### src/rtl/pwr_pkg.sv
package pwr_pkg;
  typedef enum logic [1:0] {
    PM_RUN  = 2'b00,
    PM_WAIT = 2'b01,
    PM_STOP = 2'b10
  } pmode_t;

  localparam logic [1:0] ADDR_STOP  = 2'b00;
  localparam logic [1:0] ADDR_PSTOP = 2'b01;
  localparam logic [1:0] ADDR_DIV   = 2'b10;
  localparam logic [1:0] CKO_SUB    = 2'b00;

  // Low and low-power speed settings share the upper bit.
  function automatic logic is_slow(input logic [1:0] spd);
    return (spd == 2'b10) || (spd == 2'b11);
  endfunction
endpackage

### src/rtl/pwr_cfg_regs.sv
module pwr_cfg_regs
  import pwr_pkg::*;
(
  input  logic       clk,
  input  logic       rst,
  input  logic       in_run,
  input  logic       reg_we,
  input  logic [1:0] reg_addr,
  input  logic       reg_wdata,
  input  logic [1:0] speed,
  output logic       stop_req,
  output logic       stop_q,
  output logic       pstop_q,
  output logic       div0_q
);
  assign stop_req = in_run && reg_we && (reg_addr == ADDR_STOP) && reg_wdata;

  always_ff @(posedge clk) begin
    if (rst) begin
      stop_q  <= 1'b0;
      pstop_q <= 1'b0;
      div0_q  <= 1'b1;
    end else if (in_run && reg_we) begin
      case (reg_addr)
        ADDR_STOP: begin
          stop_q <= reg_wdata;
          if (reg_wdata && !is_slow(speed)) div0_q <= 1'b1;
        end
        ADDR_PSTOP: pstop_q <= reg_wdata;
        ADDR_DIV:   div0_q  <= reg_wdata;
        default: ;
      endcase
    end
  end

  assert_div_forced_R7: assert property (@(posedge clk) disable iff (rst)
    (stop_req && !is_slow(speed)) |=> div0_q);
  assert_div_kept_R7: assert property (@(posedge clk) disable iff (rst)
    (stop_req && is_slow(speed)) |=> (div0_q == $past(div0_q)));
  assert_regs_frozen_R12: assert property (@(posedge clk) disable iff (rst)
    !in_run |=> ($stable(div0_q) && $stable(pstop_q) && $stable(stop_q)));
endmodule

### src/rtl/pwr_seq.sv
module pwr_seq
  import pwr_pkg::*;
#(
  parameter int NIRQ = 8
) (
  input  logic            clk,
  input  logic            rst,
  input  logic            wait_req,
  input  logic            stop_req,
  input  logic            pstop_q,
  input  logic [1:0]      speed,
  input  logic [NIRQ-1:0] irq_req,
  input  logic [NIRQ-1:0] irq_en,
  output pmode_t          mode_q,
  output pmode_t          mode_d,
  output logic            wake,
  output logic            wait_err
);
  logic pend;
  logic reject;

  assign pend   = |(irq_req & irq_en);
  assign reject = pstop_q && is_slow(speed);

  always_comb begin
    mode_d = mode_q;
    case (mode_q)
      PM_RUN: begin
        if (stop_req)                mode_d = PM_STOP;
        else if (wait_req && !reject) mode_d = PM_WAIT;
      end
      PM_WAIT, PM_STOP: begin
        if (pend) mode_d = PM_RUN;
      end
      default: mode_d = PM_RUN;
    endcase
  end

  always_ff @(posedge clk) begin
    if (rst) begin
      mode_q   <= PM_RUN;
      wake     <= 1'b0;
      wait_err <= 1'b0;
    end else begin
      mode_q   <= mode_d;
      wake     <= (mode_q != PM_RUN) && pend;
      wait_err <= (mode_q == PM_RUN) && !stop_req && wait_req && reject;
    end
  end

  assert_masked_hold_R5: assert property (@(posedge clk) disable iff (rst)
    ((mode_q != PM_RUN) && ((irq_req & irq_en) == '0)) |=> (mode_q == $past(mode_q)));
  assert_wake_exit_R5: assert property (@(posedge clk) disable iff (rst)
    $rose(wake) |-> ((mode_q == PM_RUN) && ($past(mode_q) != PM_RUN)));
  assert_wake_single_R5: assert property (@(posedge clk) disable iff (rst)
    wake |=> !wake);
  assert_stop_priority_R4: assert property (@(posedge clk) disable iff (rst)
    ((mode_q == PM_RUN) && stop_req) |=> (mode_q == PM_STOP));
  assert_err_stays_run_R9: assert property (@(posedge clk) disable iff (rst)
    wait_err |-> (mode_q == PM_RUN));
endmodule

### src/rtl/pwr_gate.sv
module pwr_gate
  import pwr_pkg::*;
#(
  parameter int NSUB = 3,
  parameter int PW   = 8,
  parameter int SRCW = 2
) (
  input  logic            clk,
  input  logic            rst,
  input  pmode_t          mode_q,
  input  pmode_t          mode_d,
  input  logic            pstop_q,
  input  logic [1:0]      clkout_cfg,
  input  logic            clkout_src,
  input  logic [SRCW-1:0] clk_src_in,
  input  logic [PW-1:0]   port_in,
  output logic            bclk_en,
  output logic            wdt_en,
  output logic            pclk_en,
  output logic [NSUB-1:0] sub_en,
  output logic            osc_en,
  output logic            clkout_pin,
  output logic [PW-1:0]   port_out,
  output logic [SRCW-1:0] cpu_src
);
  logic in_run_q;
  logic in_stop_q;

  assign in_run_q  = (mode_q == PM_RUN);
  assign in_stop_q = (mode_q == PM_STOP);

  assign bclk_en = in_run_q;
  assign wdt_en  = in_run_q;
  assign osc_en  = !in_stop_q;
  assign pclk_en = in_run_q || ((mode_q == PM_WAIT) && !pstop_q);

  for (genvar g = 0; g < NSUB; g++) begin : g_sub
    assign sub_en[g] = !in_stop_q;
  end

  always_ff @(posedge clk) begin
    if (rst) begin
      clkout_pin <= 1'b0;
      port_out   <= '0;
      cpu_src    <= '0;
    end else begin
      case (mode_d)
        PM_RUN:  clkout_pin <= clkout_src;
        PM_WAIT: if (clkout_cfg == CKO_SUB) clkout_pin <= clkout_src;
        PM_STOP: if (clkout_cfg == CKO_SUB) clkout_pin <= 1'b1;
        default: ;
      endcase
      if (mode_d == PM_RUN) port_out <= port_in;
      if ((mode_d == PM_RUN) && in_run_q) cpu_src <= clk_src_in;
    end
  end

  assert_wait_gates_R1: assert property (@(posedge clk) disable iff (rst)
    (mode_q == PM_WAIT) |-> (!bclk_en && !wdt_en && osc_en));
  assert_wait_pclk_R2: assert property (@(posedge clk) disable iff (rst)
    (mode_q == PM_WAIT) |-> (pclk_en == !pstop_q));
  assert_wait_sub_R3: assert property (@(posedge clk) disable iff (rst)
    (mode_q == PM_WAIT) |-> ($countones(sub_en) == NSUB));
  assert_stop_all_off_R4: assert property (@(posedge clk) disable iff (rst)
    (mode_q == PM_STOP) |-> (!osc_en && !pclk_en && !bclk_en && (sub_en == '0)));
  assert_stop_clkout_R10: assert property (@(posedge clk) disable iff (rst)
    ((mode_d == PM_STOP) && (clkout_cfg == CKO_SUB)) |=> clkout_pin);
  assert_port_hold_R11: assert property (@(posedge clk) disable iff (rst)
    ((mode_q != PM_RUN) && (mode_d != PM_RUN)) |=> $stable(port_out));
  assert_src_hold_R6: assert property (@(posedge clk) disable iff (rst)
    (mode_q != PM_RUN) |=> $stable(cpu_src));
endmodule

### src/rtl/pwr_mode_ctrl.sv
module pwr_mode_ctrl
  import pwr_pkg::*;
#(
  parameter int NIRQ = 8,
  parameter int NSUB = 3,
  parameter int PW   = 8,
  parameter int SRCW = 2
) (
  input  logic            clk,
  input  logic            rst,
  input  logic            wait_req,
  input  logic            reg_we,
  input  logic [1:0]      reg_addr,
  input  logic            reg_wdata,
  input  logic [1:0]      speed,
  input  logic [NIRQ-1:0] irq_req,
  input  logic [NIRQ-1:0] irq_en,
  input  logic [SRCW-1:0] clk_src_in,
  input  logic [1:0]      clkout_cfg,
  input  logic            clkout_src,
  input  logic [PW-1:0]   port_in,
  output logic [1:0]      mode,
  output logic            bclk_en,
  output logic            wdt_en,
  output logic            pclk_en,
  output logic [NSUB-1:0] sub_en,
  output logic            osc_en,
  output logic            clkout_pin,
  output logic [PW-1:0]   port_out,
  output logic [SRCW-1:0] cpu_src,
  output logic            div0,
  output logic            stop_ctl,
  output logic            wake,
  output logic            wait_err
);
  pmode_t mode_q;
  pmode_t mode_d;
  logic   stop_req;
  logic   pstop_q;

  pwr_cfg_regs u_regs (
    .clk       (clk),
    .rst       (rst),
    .in_run    (mode_q == PM_RUN),
    .reg_we    (reg_we),
    .reg_addr  (reg_addr),
    .reg_wdata (reg_wdata),
    .speed     (speed),
    .stop_req  (stop_req),
    .stop_q    (stop_ctl),
    .pstop_q   (pstop_q),
    .div0_q    (div0)
  );

  pwr_seq #(.NIRQ(NIRQ)) u_seq (
    .clk      (clk),
    .rst      (rst),
    .wait_req (wait_req),
    .stop_req (stop_req),
    .pstop_q  (pstop_q),
    .speed    (speed),
    .irq_req  (irq_req),
    .irq_en   (irq_en),
    .mode_q   (mode_q),
    .mode_d   (mode_d),
    .wake     (wake),
    .wait_err (wait_err)
  );

  pwr_gate #(.NSUB(NSUB), .PW(PW), .SRCW(SRCW)) u_gate (
    .clk        (clk),
    .rst        (rst),
    .mode_q     (mode_q),
    .mode_d     (mode_d),
    .pstop_q    (pstop_q),
    .clkout_cfg (clkout_cfg),
    .clkout_src (clkout_src),
    .clk_src_in (clk_src_in),
    .port_in    (port_in),
    .bclk_en    (bclk_en),
    .wdt_en     (wdt_en),
    .pclk_en    (pclk_en),
    .sub_en     (sub_en),
    .osc_en     (osc_en),
    .clkout_pin (clkout_pin),
    .port_out   (port_out),
    .cpu_src    (cpu_src)
  );

  assign mode = mode_q;

  assert_reset_clears_stop_R8: assert property (@(posedge clk)
    $past(rst) |-> (!stop_ctl && div0 && (mode == 2'b00)));
endmodule

### config.mk
export PLATFORM = sky130hd
export DESIGN_NAME = pwr_mode_ctrl
export DESIGN_NICKNAME = d
export VERILOG_FILES = /design/src/rtl/pwr_pkg.sv /design/src/rtl/pwr_cfg_regs.sv /design/src/rtl/pwr_seq.sv /design/src/rtl/pwr_gate.sv /design/src/rtl/pwr_mode_ctrl.sv
export SDC_FILE = /design/constraint.sdc
export NUM_CORES = 1
export LEC_CHECK = 0
export ABC_AREA = 0
export BUFFER_PORTS_ARGS = -buffer_cell sky130_fd_sc_hd__buf_2
export CORE_MARGIN = 2
export CORE_UTILIZATION = 40
export CTS_CLUSTER_SIZE = 20
export DETAILED_ROUTE_END_ITERATION = 8
export GPL_TIMING_DRIVEN = 0
export HOLD_SLACK_MARGIN = 0.08
export PLACE_DENSITY = 0.75
export SYNTH_ARGS = -nofsm -noshare
export SYNTH_HDL_FRONTEND = slang
export SYNTH_HIERARCHICAL = 1
export SYNTH_SLANG_ARGS = --single-unit
### constraint.sdc
create_clock -name clk -period 4.3 [get_ports clk]
set_clock_uncertainty 0.15 [all_clocks]
set_input_delay 0.215 -clock clk [delete_from_list [all_inputs] [get_ports clk]]
set_output_delay 0.215 -clock clk [all_outputs]
set_load 0.005 [all_outputs]
Yosys cells after proc, flatten, opt, wreduce, memory -nomap -nowiden
Cells that the tools add are included.
W data, S select, Z words.
- flip-flop bits (word level): 18
- input port bits: 38
- eq/ne operators: 11
- multiplexer cells: 9
- bitwise operators: 1
- reductions and logical operators: 32
- operators by type and width (operator ; count):
    $logic_and A1 B1 Y1 ; 12
    $eq A2 B2 Y1 const B ; 5
    $and A8 B8 Y8 ; 1
    $logic_not A2 Y1 ; 4
    $reduce_or A8 Y1 ; 1
    $eq A2 B1 Y1 const B ; 3
    $mux W2 ; 3
    $reduce_and A3 Y1 ; 2
    $logic_not A1 Y1 ; 5
    $ne A2 B1 Y1 const B ; 2
    $pmux W2 S2 ; 1
    $reduce_and A2 Y1 ; 2
    $reduce_bool A2 Y1 ; 2
    $mux W1 ; 3
    $pmux W1 S3 ; 1
    $reduce_bool A3 Y1 ; 1
    $logic_or A1 B1 Y1 ; 2
    $ne A2 B2 Y1 const B ; 1
    $pmux W1 S2 ; 1
    $reduce_or A2 Y1 ; 1

Longest topological paths before layout
- word-level depth: 11
- mapped depth: 9
- mapped depth without buffers: 8

By module
The synthesis kept the hierarchy.
- by module, submodules not included (module ; times used ; cells an instance ; area each (sq um) ; seq. area each (sq um)):
    pwr_gate ; 1 ; 57 ; 479.2 ; 220.2
    pwr_seq ; 1 ; 32 ; 309.0 ; 80.1
    pwr_cfg_regs ; 1 ; 16 ; 162.7 ; 60.1
    pwr_mode_ctrl ; 1 ; 1 ; 3.8 ; 0.0

Least setup slack after synthesis
Ideal clock, no wire load.
- path type: register to register
- from: reg u_seq.mode_q[1]
- to: reg u_gate.clkout_pin
- data arrival time: 1.906 ns
- slack: 2.170 ns
- stages on the path, launching flop included: 9
- buffers on the path: 1
- cells stage by stage: dfxtp_1 nor2_1 nand3b_4 nor3b_2 a2bb2oi_1 o22ai_1 clkbuf_1 o21ai_0 a31oi_1
- word-level cells in the longest chain between the ends: 9
- ends and longest elaborated chain (element ; line ; text):
    start, declared ; pwr_seq.sv:14 ; output pmode_t mode_q,
    start signal, assigned ; pwr_seq.sv:45 ; mode_q <= mode_d;
    $logic_not A2 Y1 (*) ; pwr_mode_ctrl.sv:44 ; .in_run (mode_q == PM_RUN),
    $logic_and A1 B1 Y1 (*) (3 in series) ; pwr_cfg_regs.sv:16 ; assign stop_req = in_run && reg_we && (reg_addr == ADDR_STOP) && reg_wdata;
    via stop_req ; pwr_mode_ctrl.sv:38 ; logic stop_req;
    $mux W2 (*) ; pwr_seq.sv:29 ; if (stop_req) mode_d = PM_STOP;
    $pmux W2 S2 (*) ; pwr_seq.sv:27 ; case (mode_q)
    via mode_d[1] ; pwr_mode_ctrl.sv:37 ; pmode_t mode_d;
    $eq A2 B2 Y1 (tied with other cells) ; pwr_gate.sv:47 ; case (mode_d)
    $ne A2 B1 Y1 (no source line) or $reduce_bool A3 Y1 (tied branches) ; -- ;
    $reduce_and A3 Y1 (no source line) ; -- ;
    end signal, assigned ; pwr_gate.sv:48 ; PM_RUN: clkout_pin <= clkout_src;
    end signal, assigned ; pwr_gate.sv:49 ; PM_WAIT: if (clkout_cfg == CKO_SUB) clkout_pin <= clkout_src;
    end, declared ; pwr_gate.sv:22 ; output logic clkout_pin,
The timed path passes the listed nets; every way through them passes the cells marked *.
A chain may end at the register's enable or synchronous reset.

Final worst setup path
Ends and elaborated chain as after synthesis.

==> results.json <==
{
  "synthArstFlopShare": 0,
  "total_power_uw": 401.7,
  "dpl-instance-area_um2": 1290,
  "worst_pin_slew_ps": 458.8,
  "grt_max_degree": 12,
  "numCtsBuffers": 3,
  "critPathKind": "reg -> reg",
  "grt.overflow.total": 0,
  "crit_fanout": 11,
  "cts_root_buffer": "clkbuf_4",
  "hp-class": "in -> reg",
  "routedWlPerCell_um": 11.76,
  "synth_edf_count": 0,
  "multi_input_area_um2": 536.8,
  "fin_cells": 214,
  "synth.top_cell.area_share": 0.3775,
  "grt_pass1_wl_mm": 4.133,
  "fin_area_um2": 1486,
  "finalHoldViolations": 0,
  "initial_utilization": 0.4275,
  "cts_buffer_depth": 2,
  "cts_tree": "done",
  "p_leak_nw": 0.6992,
  "die-area_um2": 2794,
  "yosysUniqueCellTypes": 33,
  "fin_ws_ps": 1500,
  "core_area_um2": 2233,
  "period_minus_slack_ps": 2800,
  "post-cts-setup-buffers": 0,
  "synth.avg_cell_area_um2": 9.006,
  "clock_latency_ps": 290,
  "drv_slew": 0,
  "first_iter_violations": 28,
  "synthesis.area_um2": 954.7,
  "ant_nets": 0,
  "max_slew_margin": 0.6941,
  "synthFlopType": "dfxtp_1",
  "ys_seq_area_frac": 0.3775,
  "antenna_found_initial": 0,
  "totalWireLength_mm": 2.517,
  "fin_tns_setup_ps": 0,
  "io_pins": 62,
  "peakVddDrop_mv": 0.2293,
  "p_per_area_nw_per_um2": 270.3,
  "hpwl_mm": 1.843,
  "routed-via-count": 1075,
  "rsz0062_at_grt": "no",
  "clk_pin_slew_ps": 110,
  "fillers": 200,
  "dp_cells": 194,
  "final_layout_size_suffix_gt1_frac": 0.4301,
  "die_h_um": 52.86,
  "utilization": 0.6655,
  "rows": 17,
  "cts.htree.levels": 1,
  "clock_sinks": 18,
  "fmax_ghz": 0.3572,
  "vias_per_cell": 5.023,
  "maxCapViolations": 0,
  "synth_largest_area_cell": "dfxtp_1",
  "fin_crit_sh": 0.6511,
  "areaGrowthSynthToFinish_pct": 55.70,
  "ys_seq_elements": 18,
  "drc": 0,
  "status": "finished clean",
  "die-width_um": 52.86,
  "gp_congestion": 0.7861,
  "setup_viol": 0,
  "place_ws_ps": 1836,
  "ys.warnings.count": 6,
  "grt_pass1_vias": 1021,
  "arrival_ps": 2820,
  "whs_ps": 130.9,
  "end_kind": "register",
  "synthTopCellsByArea": "dfxtp_1 (38%), o21ai_0 (5.8%), a21oi_1 (5.2%)",
  "synthCells": 106,
  "cp_data_required_time_ps": 4320,
  "dr.pass1.iters": 4,
  "antennaDiodeCount": 0,
  "nNetsFinal": 227,
  "grt_usage": 0.2013,
  "syn_nets": 146,
  "seqCellArea_um2": 360.3,
  "setup.worst_path.start_class": "register",
  "port_buffers": 60
}
synth_stat cells (all sizes together), types with 2 or more instances:
cell type and count:
dfxtp 18, o21ai 11, a21oi 10, nand2 10, nor2 9, buf 5
a22oi 4, inv 4, nand4b 4, mux2i 3, clkbuf 2, ha 2
nand2b 2, nand4 2, nor3 2, o21a 2, o22ai 2, o32ai 2
cell families after synthesis:
logic type	Yosys count	share of synthesized area
muxes	3	0.03146
adders and majority gates	2	0.02621
DFF	18	0.3775
buffers and inverters	11	0.06028
and+or+nand+nor	36	0.2438
AOI/OAI and AO/OA	36	0.2608
state kept, by name, summed over array words and instances, names as in the netlist:
signal / cells
u_regs/div0_q: 1
u_seq/wait_err: 1
u_seq/wake: 1
u_regs/stop_q: 1
u_gate/port_out: 8
u_regs/pstop_q: 1
u_seq/mode_q: 2
u_gate/clkout_pin: 1
u_gate/cpu_src: 2
placed cells by master, fill, tap and decap left out, drive strengths merged:
master / n
or2: 1
o21a: 2
ha: 2
buf: 65
nor4: 1
clkbuf: 6
nor3b: 1
a21boi: 1
nand2b: 2
inv: 4
nand4: 2
o22ai: 2
mux2i: 3
dlygate4sd3: 16
o21ai: 11
nand4b: 4
nand2: 10
o21ba: 1
a2bb2oi: 1
nand3b: 1
and4: 1
o211ai: 1
nor3: 2
a31oi: 1
o32ai: 2
nor2: 9
a21oi: 10
or3b: 1
a22oi: 4
dfxtp: 18
nand3: 1
area by class of cell:
| class | count | area share |
|---|---|---|
| clock buffer | 4 | 0.02441 |
| sequential | 18 | 0.2424 |
| timing repair buffer | 76 | 0.3098 |
| tap | 28 | 0.02357 |
| multi-input combinational | 77 | 0.3611 |
| buffer | 7 | 0.02862 |
| inverter | 4 | 0.01010 |
worst paths after layout:
| check | from | endpoint | slack [ps] | cells after the start |
|---|---|---|---|---|
| setup / recovery | u_seq/mode_q[1]$_SDFF_PP0_ | u_gate/clkout_pin$_SDFFE_PP0P_ | 1500 | 10 |
| setup reg to reg | u_seq/mode_q[1]$_SDFF_PP0_ | u_gate/clkout_pin$_SDFFE_PP0P_ | 1500 | 10 |
| hold / removal | clkout_src | u_gate/clkout_pin$_SDFFE_PP0P_ | 130 | 3 |
| hold reg to reg | u_gate/port_out[4]$_SDFFE_PP0N_ | u_gate/port_out[4]$_SDFFE_PP0N_ | 330 | 2 |
routing by layer:
metal	global-route usage	wire (um)
met5	0	0
met3	0.04237	124
met4	0.09402	34
met1	0.2280	985
met2	0.3563	1373
critical path, stage by stage, from the launching register on:
cell and delay [ps]:
dfxtp_1 590, nor2_1 160, nand3b_4 120, nor3b_2 60, nand2b_1 210, o32ai_2 360, buf_2 280, nor3_1 70
dlygate4sd3_1 550, nand2_1 70, a31oi_1 60
power breakdown:
group          leakage [nW]  switching [mW]  internal (mW)
combinational         0.530          0.0524         0.0594
sequential            0.148         0.00898          0.180
clock                0.0210          0.0499         0.0516
repair_timing:
| item | in CTS | in global routing |
|---|---|---|
| hold buffers | 16 | 0 |
| gates resized for setup | 0 | 0 |
| endpoints found under the hold margin | 15 | 0 |
Power figures use the tool's default switching activity.
